**src/rtl/axbm_pkg.sv**
```systemverilog
package axbm_pkg;
  localparam logic [1:0] BURST_FIXED = 2'b00;
  localparam logic [1:0] BURST_INCR  = 2'b01;
  localparam logic [1:0] BURST_WRAP  = 2'b10;
  localparam logic [1:0] RESP_OKAY   = 2'b00;
  localparam logic [1:0] RESP_SLVERR = 2'b10;

  typedef enum logic [1:0] {WS_ADDR, WS_DATA, WS_RESP} wr_state_e;
  typedef enum logic       {RS_ADDR, RS_DATA}          rd_state_e;
endpackage

```
**src/rtl/axbm_addr_step.sv**
```systemverilog
module axbm_addr_step
  import axbm_pkg::*;
#(
  parameter int ADDR_W = 12
) (
  input  logic [ADDR_W-1:0] cur_addr,
  input  logic [2:0]        size,
  input  logic [7:0]        len,
  input  logic [1:0]        burst,
  output logic [ADDR_W-1:0] next_addr
);
  logic [ADDR_W-1:0] step;
  logic [ADDR_W-1:0] win_mask;

  always_comb begin
    step     = ADDR_W'(1) << size;
    win_mask = ((ADDR_W'(len) + ADDR_W'(1)) << size) - ADDR_W'(1);
    case (burst)
      BURST_FIXED: next_addr = cur_addr;
      BURST_WRAP:  next_addr = (cur_addr & ~win_mask) | ((cur_addr + step) & win_mask);
      default:     next_addr = (cur_addr & ~(step - ADDR_W'(1))) + step;
    endcase
  end
endmodule

```
**src/rtl/axbm_wr_path.sv**
```systemverilog
module axbm_wr_path
  import axbm_pkg::*;
#(
  parameter int ADDR_W = 12,
  parameter int DATA_W = 32,
  parameter int ID_W   = 4,
  parameter int DEPTH  = 64,
  localparam int STRB_W  = DATA_W / 8,
  localparam int BYTE_SH = $clog2(STRB_W),
  localparam int IDX_W   = (DEPTH > 1) ? $clog2(DEPTH) : 1
) (
  input  logic              clk,
  input  logic              rst_n,
  input  logic              aw_valid,
  output logic              aw_ready,
  input  logic [ID_W-1:0]   aw_id,
  input  logic [ADDR_W-1:0] aw_addr,
  input  logic [7:0]        aw_len,
  input  logic [2:0]        aw_size,
  input  logic [1:0]        aw_burst,
  input  logic              w_valid,
  output logic              w_ready,
  input  logic [DATA_W-1:0] w_data,
  input  logic [STRB_W-1:0] w_strb,
  input  logic              w_last,
  output logic              b_valid,
  input  logic              b_ready,
  output logic [ID_W-1:0]   b_id,
  output logic [1:0]        b_resp,
  output logic              mem_we,
  output logic [IDX_W-1:0]  mem_idx,
  output logic [DATA_W-1:0] mem_wdata,
  output logic [STRB_W-1:0] mem_wstrb
);
  wr_state_e         state_q, state_d;
  logic [ADDR_W-1:0] addr_q, step_addr;
  logic [7:0]        len_q, cnt_q;
  logic [2:0]        size_q;
  logic [1:0]        burst_q;
  logic [ID_W-1:0]   id_q;
  logic              err_q, err_d;
  logic              aw_fire, w_fire, b_fire, beat_last, beat_ok;

  axbm_addr_step #(.ADDR_W(ADDR_W)) u_step (
    .cur_addr (addr_q),
    .size     (size_q),
    .len      (len_q),
    .burst    (burst_q),
    .next_addr(step_addr)
  );

  always_comb begin
    aw_ready  = (state_q == WS_ADDR);
    w_ready   = (state_q == WS_DATA);
    b_valid   = (state_q == WS_RESP);
    b_id      = id_q;
    b_resp    = err_q ? RESP_SLVERR : RESP_OKAY;
    aw_fire   = aw_valid && aw_ready;
    w_fire    = w_valid && w_ready;
    b_fire    = b_valid && b_ready;
    beat_last = (cnt_q == len_q);
    beat_ok   = 32'(addr_q >> BYTE_SH) < 32'(DEPTH);
    mem_we    = w_fire && beat_ok;
    mem_idx   = IDX_W'(addr_q >> BYTE_SH);
    mem_wdata = w_data;
    mem_wstrb = w_strb;
    err_d     = err_q | ~beat_ok | (w_last != beat_last);
    state_d   = state_q;
    case (state_q)
      WS_ADDR: if (aw_fire) state_d = WS_DATA;
      WS_DATA: if (w_fire && beat_last) state_d = WS_RESP;
      default: if (b_fire) state_d = WS_ADDR;
    endcase
  end

  always_ff @(posedge clk or negedge rst_n) begin
    if (!rst_n) begin
      state_q <= WS_ADDR;
      cnt_q   <= '0;
      err_q   <= 1'b0;
    end else begin
      state_q <= state_d;
      if (aw_fire) begin
        cnt_q <= '0;
        err_q <= 1'b0;
      end else if (w_fire) begin
        cnt_q <= cnt_q + 8'd1;
        err_q <= err_d;
      end
    end
  end

  always_ff @(posedge clk) begin
    if (aw_fire) begin
      addr_q  <= aw_addr;
      len_q   <= aw_len;
      size_q  <= aw_size;
      burst_q <= aw_burst;
      id_q    <= aw_id;
    end else if (w_fire) begin
      addr_q  <= step_addr;
    end
  end

  a_r2_aw_closed: assert property (@(posedge clk) disable iff (!rst_n)
    (aw_valid && aw_ready) |=> !aw_ready);
  a_r3_resp_after_final: assert property (@(posedge clk) disable iff (!rst_n)
    (w_fire && beat_last) |=> (b_valid && !w_ready));
  a_r3_no_early_resp: assert property (@(posedge clk) disable iff (!rst_n)
    (w_fire && !beat_last) |=> (!b_valid && w_ready));
  a_r5_b_hold: assert property (@(posedge clk) disable iff (!rst_n)
    (b_valid && !b_ready) |=> (b_valid && $stable(b_resp) && $stable(b_id)));
endmodule

```
**src/rtl/axbm_rd_path.sv**
```systemverilog
module axbm_rd_path
  import axbm_pkg::*;
#(
  parameter int ADDR_W = 12,
  parameter int DATA_W = 32,
  parameter int ID_W   = 4,
  parameter int DEPTH  = 64,
  localparam int STRB_W  = DATA_W / 8,
  localparam int BYTE_SH = $clog2(STRB_W),
  localparam int IDX_W   = (DEPTH > 1) ? $clog2(DEPTH) : 1
) (
  input  logic              clk,
  input  logic              rst_n,
  input  logic              ar_valid,
  output logic              ar_ready,
  input  logic [ID_W-1:0]   ar_id,
  input  logic [ADDR_W-1:0] ar_addr,
  input  logic [7:0]        ar_len,
  input  logic [2:0]        ar_size,
  input  logic [1:0]        ar_burst,
  output logic              r_valid,
  input  logic              r_ready,
  output logic [ID_W-1:0]   r_id,
  output logic [DATA_W-1:0] r_data,
  output logic [1:0]        r_resp,
  output logic              r_last,
  output logic [IDX_W-1:0]  rd_idx,
  input  logic [DATA_W-1:0] rd_word
);
  rd_state_e         state_q, state_d;
  logic [ADDR_W-1:0] addr_q, step_addr, look_addr;
  logic [7:0]        len_q, cnt_q;
  logic [2:0]        size_q;
  logic [1:0]        burst_q;
  logic [ID_W-1:0]   id_q;
  logic [DATA_W-1:0] data_q;
  logic [1:0]        resp_q;
  logic              ar_fire, r_fire, beat_last, look_ok, load_en;

  axbm_addr_step #(.ADDR_W(ADDR_W)) u_step (
    .cur_addr (addr_q),
    .size     (size_q),
    .len      (len_q),
    .burst    (burst_q),
    .next_addr(step_addr)
  );

  always_comb begin
    ar_ready  = (state_q == RS_ADDR);
    r_valid   = (state_q == RS_DATA);
    r_id      = id_q;
    r_data    = data_q;
    r_resp    = resp_q;
    beat_last = (cnt_q == len_q);
    r_last    = r_valid && beat_last;
    ar_fire   = ar_valid && ar_ready;
    r_fire    = r_valid && r_ready;
    look_addr = (state_q == RS_ADDR) ? ar_addr : step_addr;
    look_ok   = 32'(look_addr >> BYTE_SH) < 32'(DEPTH);
    rd_idx    = IDX_W'(look_addr >> BYTE_SH);
    load_en   = ar_fire || (r_fire && !beat_last);
    state_d   = state_q;
    case (state_q)
      RS_ADDR: if (ar_fire) state_d = RS_DATA;
      default: if (r_fire && beat_last) state_d = RS_ADDR;
    endcase
  end

  always_ff @(posedge clk or negedge rst_n) begin
    if (!rst_n) begin
      state_q <= RS_ADDR;
      cnt_q   <= '0;
    end else begin
      state_q <= state_d;
      if (ar_fire) cnt_q <= '0;
      else if (r_fire && !beat_last) cnt_q <= cnt_q + 8'd1;
    end
  end

  always_ff @(posedge clk) begin
    if (ar_fire) begin
      len_q   <= ar_len;
      size_q  <= ar_size;
      burst_q <= ar_burst;
      id_q    <= ar_id;
    end
    if (load_en) begin
      addr_q <= look_addr;
      data_q <= look_ok ? rd_word : '0;
      resp_q <= look_ok ? RESP_OKAY : RESP_SLVERR;
    end
  end

  a_r2_ar_closed: assert property (@(posedge clk) disable iff (!rst_n)
    (ar_valid && ar_ready) |=> !ar_ready);
  a_r6_r_hold: assert property (@(posedge clk) disable iff (!rst_n)
    (r_valid && !r_ready) |=> (r_valid && $stable(r_data) && $stable(r_resp)
                               && $stable(r_last) && $stable(r_id)));
  a_r7_reopen_after_last: assert property (@(posedge clk) disable iff (!rst_n)
    (r_valid && r_ready && r_last) |=> (ar_ready && !r_valid));
  a_r10_err_zero: assert property (@(posedge clk) disable iff (!rst_n)
    (r_valid && r_resp == RESP_SLVERR) |-> (r_data == '0));
endmodule

```
**src/rtl/axi_burst_mem.sv**
```systemverilog
module axi_burst_mem
  import axbm_pkg::*;
#(
  parameter int ADDR_W = 12,
  parameter int DATA_W = 32,
  parameter int ID_W   = 4,
  parameter int DEPTH  = 64,
  localparam int STRB_W = DATA_W / 8,
  localparam int IDX_W  = (DEPTH > 1) ? $clog2(DEPTH) : 1
) (
  input  logic              clk,
  input  logic              rst_n,
  input  logic              aw_valid,
  output logic              aw_ready,
  input  logic [ID_W-1:0]   aw_id,
  input  logic [ADDR_W-1:0] aw_addr,
  input  logic [7:0]        aw_len,
  input  logic [2:0]        aw_size,
  input  logic [1:0]        aw_burst,
  input  logic              w_valid,
  output logic              w_ready,
  input  logic [DATA_W-1:0] w_data,
  input  logic [STRB_W-1:0] w_strb,
  input  logic              w_last,
  output logic              b_valid,
  input  logic              b_ready,
  output logic [ID_W-1:0]   b_id,
  output logic [1:0]        b_resp,
  input  logic              ar_valid,
  output logic              ar_ready,
  input  logic [ID_W-1:0]   ar_id,
  input  logic [ADDR_W-1:0] ar_addr,
  input  logic [7:0]        ar_len,
  input  logic [2:0]        ar_size,
  input  logic [1:0]        ar_burst,
  output logic              r_valid,
  input  logic              r_ready,
  output logic [ID_W-1:0]   r_id,
  output logic [DATA_W-1:0] r_data,
  output logic [1:0]        r_resp,
  output logic              r_last
);
  logic [1:0]        rst_pipe_q;
  logic              rst_sync_n;
  logic [DATA_W-1:0] store_q [DEPTH];
  logic              mem_we;
  logic [IDX_W-1:0]  mem_idx, rd_idx;
  logic [DATA_W-1:0] mem_wdata, rd_word;
  logic [STRB_W-1:0] mem_wstrb;

  // assert asynchronously, release two edges later
  always_ff @(posedge clk or negedge rst_n) begin
    if (!rst_n) rst_pipe_q <= 2'b00;
    else        rst_pipe_q <= {rst_pipe_q[0], 1'b1};
  end
  assign rst_sync_n = rst_pipe_q[1];

  always_ff @(posedge clk) begin
    if (mem_we) begin
      for (int b = 0; b < STRB_W; b++) begin
        if (mem_wstrb[b]) store_q[mem_idx][8*b +: 8] <= mem_wdata[8*b +: 8];
      end
    end
  end
  assign rd_word = store_q[rd_idx];

  axbm_wr_path #(.ADDR_W(ADDR_W), .DATA_W(DATA_W), .ID_W(ID_W), .DEPTH(DEPTH)) u_wr (
    .clk(clk), .rst_n(rst_sync_n),
    .aw_valid(aw_valid), .aw_ready(aw_ready), .aw_id(aw_id), .aw_addr(aw_addr),
    .aw_len(aw_len), .aw_size(aw_size), .aw_burst(aw_burst),
    .w_valid(w_valid), .w_ready(w_ready), .w_data(w_data), .w_strb(w_strb), .w_last(w_last),
    .b_valid(b_valid), .b_ready(b_ready), .b_id(b_id), .b_resp(b_resp),
    .mem_we(mem_we), .mem_idx(mem_idx), .mem_wdata(mem_wdata), .mem_wstrb(mem_wstrb)
  );

  axbm_rd_path #(.ADDR_W(ADDR_W), .DATA_W(DATA_W), .ID_W(ID_W), .DEPTH(DEPTH)) u_rd (
    .clk(clk), .rst_n(rst_sync_n),
    .ar_valid(ar_valid), .ar_ready(ar_ready), .ar_id(ar_id), .ar_addr(ar_addr),
    .ar_len(ar_len), .ar_size(ar_size), .ar_burst(ar_burst),
    .r_valid(r_valid), .r_ready(r_ready), .r_id(r_id), .r_data(r_data),
    .r_resp(r_resp), .r_last(r_last),
    .rd_idx(rd_idx), .rd_word(rd_word)
  );

  a_r12_idle_in_reset: assert property (@(posedge clk)
    !rst_sync_n |-> (aw_ready && ar_ready && !b_valid && !r_valid && !w_ready));
endmodule

```
**config.mk**
```make
export PLATFORM = sky130hd
export DESIGN_NAME = axi_burst_mem
export DESIGN_NICKNAME = d
export VERILOG_FILES = /design/src/rtl/axbm_pkg.sv /design/src/rtl/axbm_addr_step.sv /design/src/rtl/axbm_wr_path.sv /design/src/rtl/axbm_rd_path.sv /design/src/rtl/axi_burst_mem.sv
export SDC_FILE = /design/constraint.sdc
export NUM_CORES = 2
export LEC_CHECK = 0
export BUFFER_PORTS_ARGS = -buffer_cell sky130_fd_sc_hd__buf_2
export CAP_MARGIN = 20
export CELL_PAD_IN_SITES_DETAIL_PLACEMENT = 2
export CELL_PAD_IN_SITES_GLOBAL_PLACEMENT = 2
export CORE_MARGIN = 8
export CORE_UTILIZATION = 40
export CTS_CLUSTER_DIAMETER = 120
export DETAILED_ROUTE_END_ITERATION = 6
export PLACE_DENSITY_LB_ADDON = 0.1
export SKIP_CTS_REPAIR_TIMING = 1
export SLEW_MARGIN = 5
export SYNTH_ARGS = -nofsm -noshare
export SYNTH_HDL_FRONTEND = slang
export SYNTH_HIERARCHICAL = 1
export SYNTH_SLANG_ARGS = --single-unit
```
**constraint.sdc**
```tcl
create_clock -name clk -period 4.04 [get_ports clk]
set_clock_uncertainty 0.05 [all_clocks]
set_input_delay 1.212 -clock clk [delete_from_list [all_inputs] [get_ports clk]]
set_output_delay 1.212 -clock clk [all_outputs]
set_load 0.02 [all_outputs]
```
==> results by group <==
Setup path
  – Largest stage delay on the critical path: 0.42 ns
  – CP endpoint kind: register
  – Maximum net fanout on the critical path: 18
  – CP Class: reg -> reg
  – Register-to-register path setup slack: -0.99 ns
  – Worst path required time: roughly 4.6 ns
  – Logic depth of the worst register-to-register path: 22
  – CP Data Arrival Time: 5.58 ns
  – Startpoint Class: register
  – End of the worst register-to-register path: u_rd/r_data[13]
  – Crit path max-delay cell type: sky130_fd_sc_hd__or3_4
  – Source of the worst register-to-register timing path: u_rd/size_q[1]
  – CP Cell Sequence: buf_6 -> or3_4 -> inv_4 -> ha_4 -> inv_2 -> fa_2 -> nor2b_2 -> o21ai_2 -> a21boi_2 -> nor2_1 -> a311oi_2 -> a21oi_2 -> mux2_8 -> buf_12 -> buf_16 -> clkbuf_16 -> mux4_2 -> mux2i_1 -> buf_4 -> a221o_1 -> a31oi_1 -> and2_1

Clock tree
  – Library cell used as clock root buffer: sky130_fd_sc_hd__clkbuf_16
  – CTS clock-pin slew for the worst setup and hold paths: roughly 0.06 ns
  – TritonCTS clock tree: done
  – H-Tree Depth: 4
  – Clock latency on the worst-skew pair: 0.86 ns
  – Clock buffer count from CTS: 228
  – Number of buffers between clock root and the deepest sink: 3
  – Number of sinks on the clock net: approximately 2200

Timing
  – Setup repair after global routing missed its margin: true
  – Setup violators final: 33
  – Pin slew with the least headroom to its limit: about 1.2 ns
  – Total negative setup slack: -28.71 ns
  – Maximum operating frequency: around 200 MHz
  – Worst max-slew margin expressed relative to the limit: between 20% and 30%
  – Final Max Slew Viols: 0
  – Worst setup margin: -0.9852 ns
  – Crit share post-route: 124.4%
  – Minimum clock period: 5.025 ns
  – Total count of hold-check failures in the final report: 0

Job
  – Max-cap violation count: 0

Outcome
  – Violated checks: negative setup slack
  – Outcome: complete, but fails checks

Placed design
  – Cell area after placement: 97310 µm²
  – Number of input and output port buffers inserted: 149
  – Placer's final routability congestion estimate: around 0.82
  – Detailed-placement wirelength estimate: 208400 µm
  – Number of instances in the placed design: 7988

Synth
  – Post-synthesis adder-cell area fraction: less than 1%
  – Leading register cell type out of synthesis: sky130_fd_sc_hd__edfxtp_1
  – Share of the synthesized area in compound gates (AO/OA/AOI/OAI): 3.527%
  – Number of distinct library cells after synthesis: 84
  – EDFF count, synth: 2139
  – Synthesized net count: 4697
  – Synthesized-area fraction occupied by xor and xnor cells: 0.7249%
  – Multiplexer fraction of the synthesized cell area: 15.57%
  – Largest family of logic cells by synthesized area: multiplexers
  – Leading area contributor after synthesis: sky130_fd_sc_hd__edfxtp_1
  – Syn_area_per_cell: 19.41 µm²
  – Flops & latches, synth: 2161
  – Number of instances in the synthesized netlist: about 4600
  – Sequential fraction of the synthesis area: roughly 73%
  – Number of warnings reported in the yosys synthesis log: 6
  – Basic-gate share of the synthesized area counting and, or, nand and nor cells: under 10%
  – Top cell type's share of synthesized area: 72.54%
  – Cell area after synthesis: 88550 µm²
  – Top cells by area, synth: sky130_fd_sc_hd__edfxtp_1 (73%), sky130_fd_sc_hd__mux4_2 (14%), sky130_fd_sc_hd__nor2_1 (1.5%)
  – Share of flip-flops with an asynchronous set or reset: 1.018%

Power
  – Max IR drop VDD: 0.0004650 V
  – Leakage dissipation: approximately 35 nW
  – Power density over cell area: 472.5 nW/µm²
  – Total power of the final layout: ~0.051 W

Hold path
  – Type of the tightest min-delay check: in -> async

Global routing
  – Wire length of the first global-routing pass: 424700 µm
  – Number of antenna violations at the first check in global routing: 24
  – Global-route congestion overflow total: 0
  – Maximum number of pins on one net before global-route repair: 65
  – Global Route Usage Sum: 25.15%
  – Vias in the first global route: between 50000 and 60000

Detailed routing
  – Drt pass-1 iters: 5
  – Vias: 50067
  – Remaining DRCs: 0
  – Ratio of routed vias to standard cells: 5.859
  – Post-DR wirelength/cell: 36.40 µm
  – Residual antenna-violating net count after detailed routing: 0
  – First-iteration detailed-routing DRC count: 5291
  – Total routed wirelength: 311000 µm

Finish
  – Share of cells above drive strength 1: 36.50%
  – Footprint of the multi-input gates: 23090 µm²
  – Count of placed standard cells in the final layout, fillers left out: 8545
  – Finished layout cell area: 107400 µm²
  – Area growth from synthesis to layout: 21.31%
  – FILL cells: about 20000
  – Layout net count: 5508
  – Area taken by flip-flops and latches: 64780 µm²

Floorplan
  – Area of the core: between 200000 and 250000 µm²
  – Die Footprint: roughly 240000 µm²
  – Boundary Pins: 152
  – Starting density of the core: 40.26%
  – Width of the die: 486.5 µm
  – Rows: 172
  – Die outline height: 486.5 µm
[Yosys cell counts, drive strengths merged (9+ instances only)]
cell    count
o22ai      53
nand4      16
or3        17
clkbuf     99
a22oi      54
mux2i      95
mux2       53
nor3b      17
o221ai     21
nand2     171
and2       45
buf       211
nor3       44
and3       16
a221oi     18
o211ai     41
mux4      543
xor2       30
nor4        9
nand2b     29
o21ai      62
nand3      35
a31oi      18
a22o       13
nor2      349
dfrtp      22
xnor2      39
nor2b      25
a21oi      72
ha         32
inv        29
edfxtp   2139
[area by class of cell]
type,count,area share [%]
sequential,2161,60.31
multi-input combinational,2063,21.49
timing repair buffer,887,7.651
clock inverter,169,1.531
antenna,14,0.03261
tap,2958,3.445
clock buffer,262,5.430
inverter,31,0.1107
[power breakdown]
part / switching (W) / leakage [nW] / internal [W]
registers: 0.000227 / 19.5 / 0.0248
logic: 0.00259 / 12.0 / 0.00186
clock network: 0.00927 / 3.67 / 0.0120
[registers in the layout, indices dropped and copies added, names as in the netlist, 3 cells and up]
signal,cells
store_q,2048
u_wr/b_id,4
u_wr/cnt_q,8
u_rd/addr_q,12
u_rd/len_q,8
u_wr/size_q,3
u_wr/addr_q,12
u_wr/len_q,8
u_rd/r_id,4
u_rd/cnt_q,8
u_rd/size_q,3
u_rd/r_data,32
[cells by family (layout without fill, tap and decap cells)]
kind of cell | after synthesis | after routing
xor gates and xnor gates | 69 | 69
AOI/OAI and AO/OA | 448 | 448
and+or+nand+nor | 814 | 814
other | 3 | 17
buffers and inverters | 341 | 1349
muxes | 691 | 695
adders and majority gates | 34 | 34
DFF | 2161 | 2161
[critical path: cells and delay by family, from the launching register on]
family | cells | cell delay, ns
AOI/OAI and AO/OA | 6 | 1.04
buffers and inverters | 7 | 1.02
muxes | 3 | 0.91
and+or+nand+nor | 4 | 0.80
adders and majority gates | 2 | 0.51
DFF | 1 | 0.38
[worst max-delay path by stage]
stage | startpoint | endpoint | cells past startpoint
floorplan | u_rd/size_q[1] | u_rd/r_data[20] | 21
global placement | u_rd/size_q[1] | u_rd/r_data[18] | 21
detailed placement | u_rd/len_q[0] | u_rd/r_data[17] | 22
CTS | u_rd/len_q[0] | u_rd/r_data[17] | 22
global route | u_rd/size_q[1] | u_rd/r_data[28] | 24
finish | u_rd/size_q[1] | u_rd/r_data[13] | 22
[layout by cell type, fill, tap and decap left out, drive strengths merged, types with 26 or more instances in the layout]
master / Yosys / final
a21oi: 72 / 72
a22oi: 54 / 54
and2: 45 / 45
buf: 211 / 875
bufinv: 0 / 26
clkbuf: 99 / 274
clkinv: 2 / 121
edfxtp: 2139 / 2139
ha: 32 / 32
inv: 29 / 43
mux2: 53 / 57
mux2i: 95 / 95
mux4: 543 / 543
nand2: 171 / 171
nand2b: 29 / 29
nand3: 35 / 35
nor2: 349 / 349
nor3: 44 / 44
o211ai: 41 / 41
o21ai: 62 / 62
o22ai: 53 / 53
xnor2: 39 / 39
xor2: 30 / 30
[routing by layer]
layer	vias up	GRT usage, %	wire length (µm)
met5	-	0	27
met4	4	6.653	9340
met3	410	3.372	18110
met2	1801	41.22	150000
met1	27479	35.79	133500
li1	20373	-	-
[metrics by stage]
stage / worst slack [ns] / hold WS, ns / util (%)
final: -0.9852 / 0.08630 / 48.84
after global routing: -1.109 / 0.03694 / 48.83
after CTS: -1.427 / 0.005272 / 47.65
after detailed placement: -1.423 / 0.2941 / 44.25
after global placement: -1.496 / 0.2832 / 44.19
after floorplan: -0.3025 / 0.2035 / -
Note: power is estimated with default switching activity, not from simulation.
